**src/rtl/dip_pkg.sv**
```systemverilog
package dip_pkg;
    typedef enum logic [1:0] {
        ST_OFF   = 2'd0,
        ST_RUN   = 2'd1,
        ST_ARMED = 2'd2,
        ST_HOLD  = 2'd3
    } dip_state_e;

    localparam int unsigned NUM_CH = 2;
endpackage

```
**src/rtl/dip_evt_sync.sv**
```systemverilog
module dip_evt_sync #(
    parameter int unsigned STAGES = 2
) (
    input  logic clk,
    input  logic rst_n,
    input  logic async_in,
    output logic rise
);
    logic [STAGES-1:0] chain;
    logic              last;

    always_ff @(posedge clk) begin
        if (!rst_n) begin
            chain <= '0;
            last  <= 1'b0;
        end else begin
            chain <= {chain[STAGES-2:0], async_in};
            last  <= chain[STAGES-1];
        end
    end

    assign rise = chain[STAGES-1] & ~last;
endmodule

```
**src/rtl/dip_out_fsm.sv**
```systemverilog
module dip_out_fsm
    import dip_pkg::*;
(
    input  logic clk,
    input  logic rst_n,
    input  logic set_req,
    input  logic rst_req,
    input  logic trip,
    input  logic en_wr,
    input  logic idle_lvl,
    output logic pin,
    output logic en
);
    dip_state_e st, st_nx;
    logic       act, act_nx;

    // state register
    always_ff @(posedge clk) begin
        if (!rst_n) begin
            st  <= ST_OFF;
            act <= 1'b0;
        end else begin
            st  <= st_nx;
            act <= act_nx;
        end
    end

    // next state
    always_comb begin
        st_nx  = st;
        act_nx = act;
        unique case (st)
            ST_OFF: begin
                act_nx = 1'b0;
                if (en_wr) st_nx = ST_RUN;
            end
            ST_RUN: begin
                if (trip) begin
                    if (act && !rst_req) begin
                        st_nx = ST_ARMED;
                    end else begin
                        st_nx  = ST_HOLD;
                        act_nx = 1'b0;
                    end
                end else if (rst_req) begin
                    act_nx = 1'b0;
                end else if (set_req) begin
                    act_nx = 1'b1;
                end
            end
            ST_ARMED: begin
                if (rst_req) begin
                    st_nx  = ST_HOLD;
                    act_nx = 1'b0;
                end
            end
            ST_HOLD: begin
                act_nx = 1'b0;
                if (en_wr) st_nx = ST_RUN;
            end
            default: begin
                st_nx  = ST_OFF;
                act_nx = 1'b0;
            end
        endcase
    end

    // outputs
    always_comb begin
        pin = act ^ idle_lvl;
        en  = (st != ST_OFF);
    end

    a_r4_armed_waits: assert property (@(posedge clk) disable iff (!rst_n)
        (st == ST_ARMED && !rst_req) |=> (st == ST_ARMED && act));
    a_r4_armed_ends: assert property (@(posedge clk) disable iff (!rst_n)
        (st == ST_ARMED && rst_req) |=> (st == ST_HOLD && !act));
    a_r5_set_ignored: assert property (@(posedge clk) disable iff (!rst_n)
        (st == ST_HOLD && set_req && !en_wr) |=> !act);
    a_r6_enable_kept: assert property (@(posedge clk) disable iff (!rst_n)
        (st == ST_HOLD && !en_wr) |=> (st == ST_HOLD && en));
    a_r7_resume_idle: assert property (@(posedge clk) disable iff (!rst_n)
        (st == ST_HOLD && en_wr) |=> (st == ST_RUN && !act));
endmodule

```
**src/rtl/dip_flag_unit.sv**
```systemverilog
module dip_flag_unit #(
    parameter int unsigned NCH = 2
) (
    input  logic           clk,
    input  logic           rst_n,
    input  logic           hit,
    input  logic           clr,
    input  logic [NCH-1:0] pins,
    output logic           flag,
    output logic [NCH-1:0] stat
);
    always_ff @(posedge clk) begin
        if (!rst_n) begin
            flag <= 1'b0;
            stat <= '0;
        end else begin
            if (hit) begin
                flag <= 1'b1;
                stat <= pins;
            end else if (clr) begin
                flag <= 1'b0;
            end
        end
    end

    a_r10_flag_sticky: assert property (@(posedge clk) disable iff (!rst_n)
        (flag && !clr) |=> flag);
    a_r11_stat_capture: assert property (@(posedge clk) disable iff (!rst_n)
        hit |=> (stat == $past(pins)));
endmodule

```
**src/rtl/pwm_delayed_idle.sv**
```systemverilog
module pwm_delayed_idle
    import dip_pkg::*;
#(
    parameter int unsigned SYNC_STAGES = 2
) (
    input  logic                clk,
    input  logic                rst_n,
    input  logic [NUM_CH-1:0]   set_req,
    input  logic [NUM_CH-1:0]   rst_req,
    input  logic                fault_in,
    input  logic                prot_en,
    input  logic [2:0]          mode,
    input  logic [NUM_CH-1:0]   idle_lvl,
    input  logic                oen_wr,
    input  logic [NUM_CH-1:0]   oen_data,
    input  logic                flag_clr,
    input  logic                irq_en,
    output logic [NUM_CH-1:0]   pwm_out,
    output logic [NUM_CH-1:0]   pwm_copy,
    output logic [NUM_CH-1:0]   out_en,
    output logic                evt_flag,
    output logic                irq,
    output logic [NUM_CH-1:0]   trip_stat
);
    logic              rise;
    logic              hit;
    logic [NUM_CH-1:0] sel;
    logic              mode_hi_unused;

    assign mode_hi_unused = mode[2];

    dip_evt_sync #(.STAGES(SYNC_STAGES)) u_sync (
        .clk      (clk),
        .rst_n    (rst_n),
        .async_in (fault_in),
        .rise     (rise)
    );

    assign hit = rise & prot_en;

    always_comb begin
        unique case (mode[1:0])
            2'b00:   sel = 2'b01;
            2'b01:   sel = 2'b10;
            2'b10:   sel = 2'b11;
            default: sel = 2'b00;
        endcase
    end

    for (genvar i = 0; i < NUM_CH; i++) begin : g_ch
        dip_out_fsm u_fsm (
            .clk      (clk),
            .rst_n    (rst_n),
            .set_req  (set_req[i]),
            .rst_req  (rst_req[i]),
            .trip     (hit & sel[i]),
            .en_wr    (oen_wr & oen_data[i]),
            .idle_lvl (idle_lvl[i]),
            .pin      (pwm_out[i]),
            .en       (out_en[i])
        );
    end

    dip_flag_unit #(.NCH(NUM_CH)) u_flag (
        .clk   (clk),
        .rst_n (rst_n),
        .hit   (hit),
        .clr   (flag_clr),
        .pins  (pwm_out),
        .flag  (evt_flag),
        .stat  (trip_stat)
    );

    assign pwm_copy = pwm_out;
    assign irq      = evt_flag & irq_en;

    a_r10_event_sets_flag: assert property (@(posedge clk) disable iff (!rst_n)
        (rise && prot_en) |=> evt_flag);
    a_r3_gate_blocks_flag: assert property (@(posedge clk) disable iff (!rst_n)
        (rise && !prot_en && !evt_flag) |=> !evt_flag);
endmodule

```
**config.mk**
```make
export PLATFORM = sky130hd
export DESIGN_NAME = pwm_delayed_idle
export DESIGN_NICKNAME = d
export VERILOG_FILES = /design/src/rtl/dip_pkg.sv /design/src/rtl/dip_evt_sync.sv /design/src/rtl/dip_out_fsm.sv /design/src/rtl/dip_flag_unit.sv /design/src/rtl/pwm_delayed_idle.sv
export SDC_FILE = /design/constraint.sdc
export NUM_CORES = 1
export LEC_CHECK = 0
export BUFFER_PORTS_ARGS = -buffer_cell sky130_fd_sc_hd__buf_2
export CORE_ASPECT_RATIO = 1.2
export CORE_MARGIN = 2
export CORE_UTILIZATION = 40
export DETAILED_ROUTE_END_ITERATION = 16
export PLACE_DENSITY_LB_ADDON = 0.08
export SLEW_MARGIN = 25
export SYNTH_ARGS = -nofsm -noshare
export SYNTH_HDL_FRONTEND = slang
export SYNTH_SLANG_ARGS = --single-unit
export TNS_END_PERCENT = 1
```
**constraint.sdc**
```tcl
create_clock -name clk -period 1.9 [get_ports clk]
set_input_delay 0.38 -clock clk [delete_from_list [all_inputs] [get_ports clk]]
set_output_delay 0.38 -clock clk [all_outputs]
set_load 0.03 [all_outputs]
```
==> metrics <==
layout cells sized above 1 32.1%; Final Hold Fails 0; critical path startpoint category register; CTS tree yes; kind of path behind the tightest hold check primary input to register; Worst path slowest cell sky130_fd_sc_hd__dfxtp_1; antenna violations before repair 0; required time at the endpoint of the critical path 1.52 ns; Worst Reg-to-Reg Cells 6; number of endpoints failing setup at the final stage 0; CP Class register to output pin; number of resized instances in the post-cts repair step 0; f_max 665 MHz; Synth top cells by count 12 x sky130_fd_sc_hd__dfxtp_1, 11 x sky130_fd_sc_hd__inv_1, 9 x sky130_fd_sc_hd__ha_1; latest clock arrival within the worst-skew pair 0.27 ns; DPL Wire Length 1100 um; flip-flop and latch count after synthesis 12; overall die width 42.8 um; worst-path fanout max 3; CTS max path bufs 2; headroom to the max-slew limit 82.3%; post-placement worst setup slack 0.229 ns; register area 240 um^2; number of buffers added for setup after CTS 0; layout overhead on the synthesized area 19.9%; clk sink count 12; Max IR drop VDD 0.000640 V; Die Footprint 2170 um^2; number of hold-repair buffers added at the cts stage 0; clock skew after layout 0.00303 ns; asr flop ratio synth 0%; cell with the most instances after synthesis sky130_fd_sc_hd__dfxtp_1; beginning of the worst hold path rst_req[1]; endpoint of the lowest-slack register-to-register path g_ch[0].u_fsm.st[0]; final standard cell area without fillers 867 um^2; biggest area contributors in the synthesized netlist sky130_fd_sc_hd__dfxtp_1 33%, sky130_fd_sc_hd__ha_1 16%, sky130_fd_sc_hd__buf_4 6.2%; Initial DRC Count 7; Top-Level Pins 28; worst-case hold path end point g_ch[1].u_fsm.act; area of the mapped netlist 723 um^2; vias in the first global route 572; total cell area at the placement stage 831 um^2; Filler Cells Inserted 172; count of nets after finishing 134; CP top delay family flip-flops; final-layout setup total negative slack 0 ns; site row count 16; number of CTS-inserted buffers 3; largest net degree at the start of global routing 9; Clock H-tree levels 1; run status finished, final reports clean; ratio of total power to cell area 1240 nW/um^2; cell count along the critical path 2; net count after synthesis 109; Min Clock Period, post-route 1.50 ns; sequential fraction of the synthesis area 33.2%; post-route ant nets 0; global-route wire length before repair 2270 um; Critical R2R Launch g_ch[0].u_fsm.st[0]; Die Y 50.6 um; Worst Slack Setup Final 0.397 ns; clock root cell sky130_fd_sc_hd__clkbuf_4; PortBufs 26; delay of the slowest cell on the worst path 0.39 ns; max-capacitance violation count 0; crit end category output pin; Antenna Cells 0; RSZ-0062 raised after global routing false; predominant post-synthesis flop cell sky130_fd_sc_hd__dfxtp_1; weighted congestion at the end of routability-driven global placement 0.741; endpoint arrival time on the critical path 1.12 ns; Register-to-Register Setup Slack 0.46 ns; Yosys warnings 0; number of search-and-repair iterations in the first detailed-routing pass 4; Critical Path, Cell by Cell xor2_1 -> buf_2; max-slew violation total from the final report 0; Avg Vias per Cell 4.90; Finished Layout Cells 124; clk slew on worst S/H paths 0.08 ns; Final period util 79.1%; number of instances on the worst hold path 2; residual overflow from global routing 0; portion of synthesized cell area occupied by the leading cell type 33.2%; distinct cell type count of the synthesized netlist 25; synthesized netlist cell count 82; count of placed standard cells including taps 120; total number of vias 607; Tightest Pin Transition 0.266 ns; reported leakage power 0.000439 uW; routed wirelength normalized by instance count 10.9 um; remaining routing DRC violations 0; total wirelength of the detailed-routed design 1350 um; Tot GR Track Use 13.3%; area of the placeable core 1660 um^2; top cell type by total area after synthesis sky130_fd_sc_hd__dfxtp_1; mean post-synth cell area 8.82 um^2; effective utilization at floorplan 43.5%; crit path buf inv count 1; area of the multi-input gates 397 um^2; number of flops mapped to enable cells by yosys 0
state kept, by name, indices dropped and copies added (netlist names):
| signal | cells |
|---|---|
| u_flag.stat | 2 |
| g_ch.u_fsm.act | 2 |
| g_ch.u_fsm.st | 4 |
| u_flag.flag | 1 |
| u_sync.last | 1 |
| u_sync.chain | 2 |
report_power, final:
part	switching [uW]	total [uW]	internal (uW)
Sequential	33.6	337	303
Combinational	327	533	206
Clock	86.7	203	116
routing by layer:
metal  up-vias  track usage (%)  share of wire [%]
met3         2             1.08                4.2
met1       276             16.2                 45
met2        13             23.0                 50
met4         0             6.25               0.67
li1        316                -                  -
met5         -                0                  0
kinds of logic (layout without fill, tap and decap cells):
logic type	after synthesis	in the layout	share of synthesized area (%)
simple gates	27	27	20.9
buf+inv	17	41	11.9
compound gates	15	15	15.9
flops	12	12	33.2
fa+ha+maj	9	9	15.6
xor+xnor	2	2	2.42
per-stage QoR:
stage / hold WS, ns / total power (uW) / utilization, %
2_1_floorplan: 0.412 / 809 / -
3_3_place_gp: 0.426 / 869 / 50.0
3_5_place_dp: 0.437 / 878 / 50.0
4_1_cts: 0.278 / 1090 / 52.2
5_1_grt: 0.286 / 1160 / 52.2
6_report: 0.287 / 1070 / 52.2
how the worst max path moves through the flow:
stage,slack (ns),end,start
after detailed placement,0.23,g_ch[1].u_fsm.st[0],mode[0]
after global placement,0.24,g_ch[1].u_fsm.st[0],mode[0]
after CTS,0.38,out_en[1],g_ch[1].u_fsm.st[0]
after global routing,0.28,pwm_out[0],g_ch[0].u_fsm.act
after floorplan,0.42,g_ch[1].u_fsm.st[0],mode[0]
final,0.40,pwm_out[0],g_ch[0].u_fsm.act
cell type report:
type / count / share of cell area [%]
Inverter: 11 / 4.76
Sequential cell: 12 / 27.7
Timing Repair Buffer: 26 / 15.0
Clock buffer: 4 / 4.18
Multi-Input combinational cell: 53 / 45.7
Tap cell: 18 / 2.60
cells in the final DEF (no fill, tap or decap), types with 2 or more instances in the layout:
cell	netlist	layout
sky130_fd_sc_hd__nor3_1	2	2
sky130_fd_sc_hd__and2_1	5	5
sky130_fd_sc_hd__xor2_1	2	2
sky130_fd_sc_hd__o31ai_1	2	2
sky130_fd_sc_hd__nor2_1	7	7
sky130_fd_sc_hd__nand4_1	3	3
sky130_fd_sc_hd__nand2b_1	2	2
sky130_fd_sc_hd__a21oi_1	5	5
sky130_fd_sc_hd__buf_2	0	26
sky130_fd_sc_hd__clkbuf_4	0	3
sky130_fd_sc_hd__inv_1	11	11
sky130_fd_sc_hd__nor2b_1	2	2
sky130_fd_sc_hd__dfxtp_1	12	12
sky130_fd_sc_hd__nand2_1	3	3
sky130_fd_sc_hd__ha_1	9	9
(Power assumes the default switching activity.)
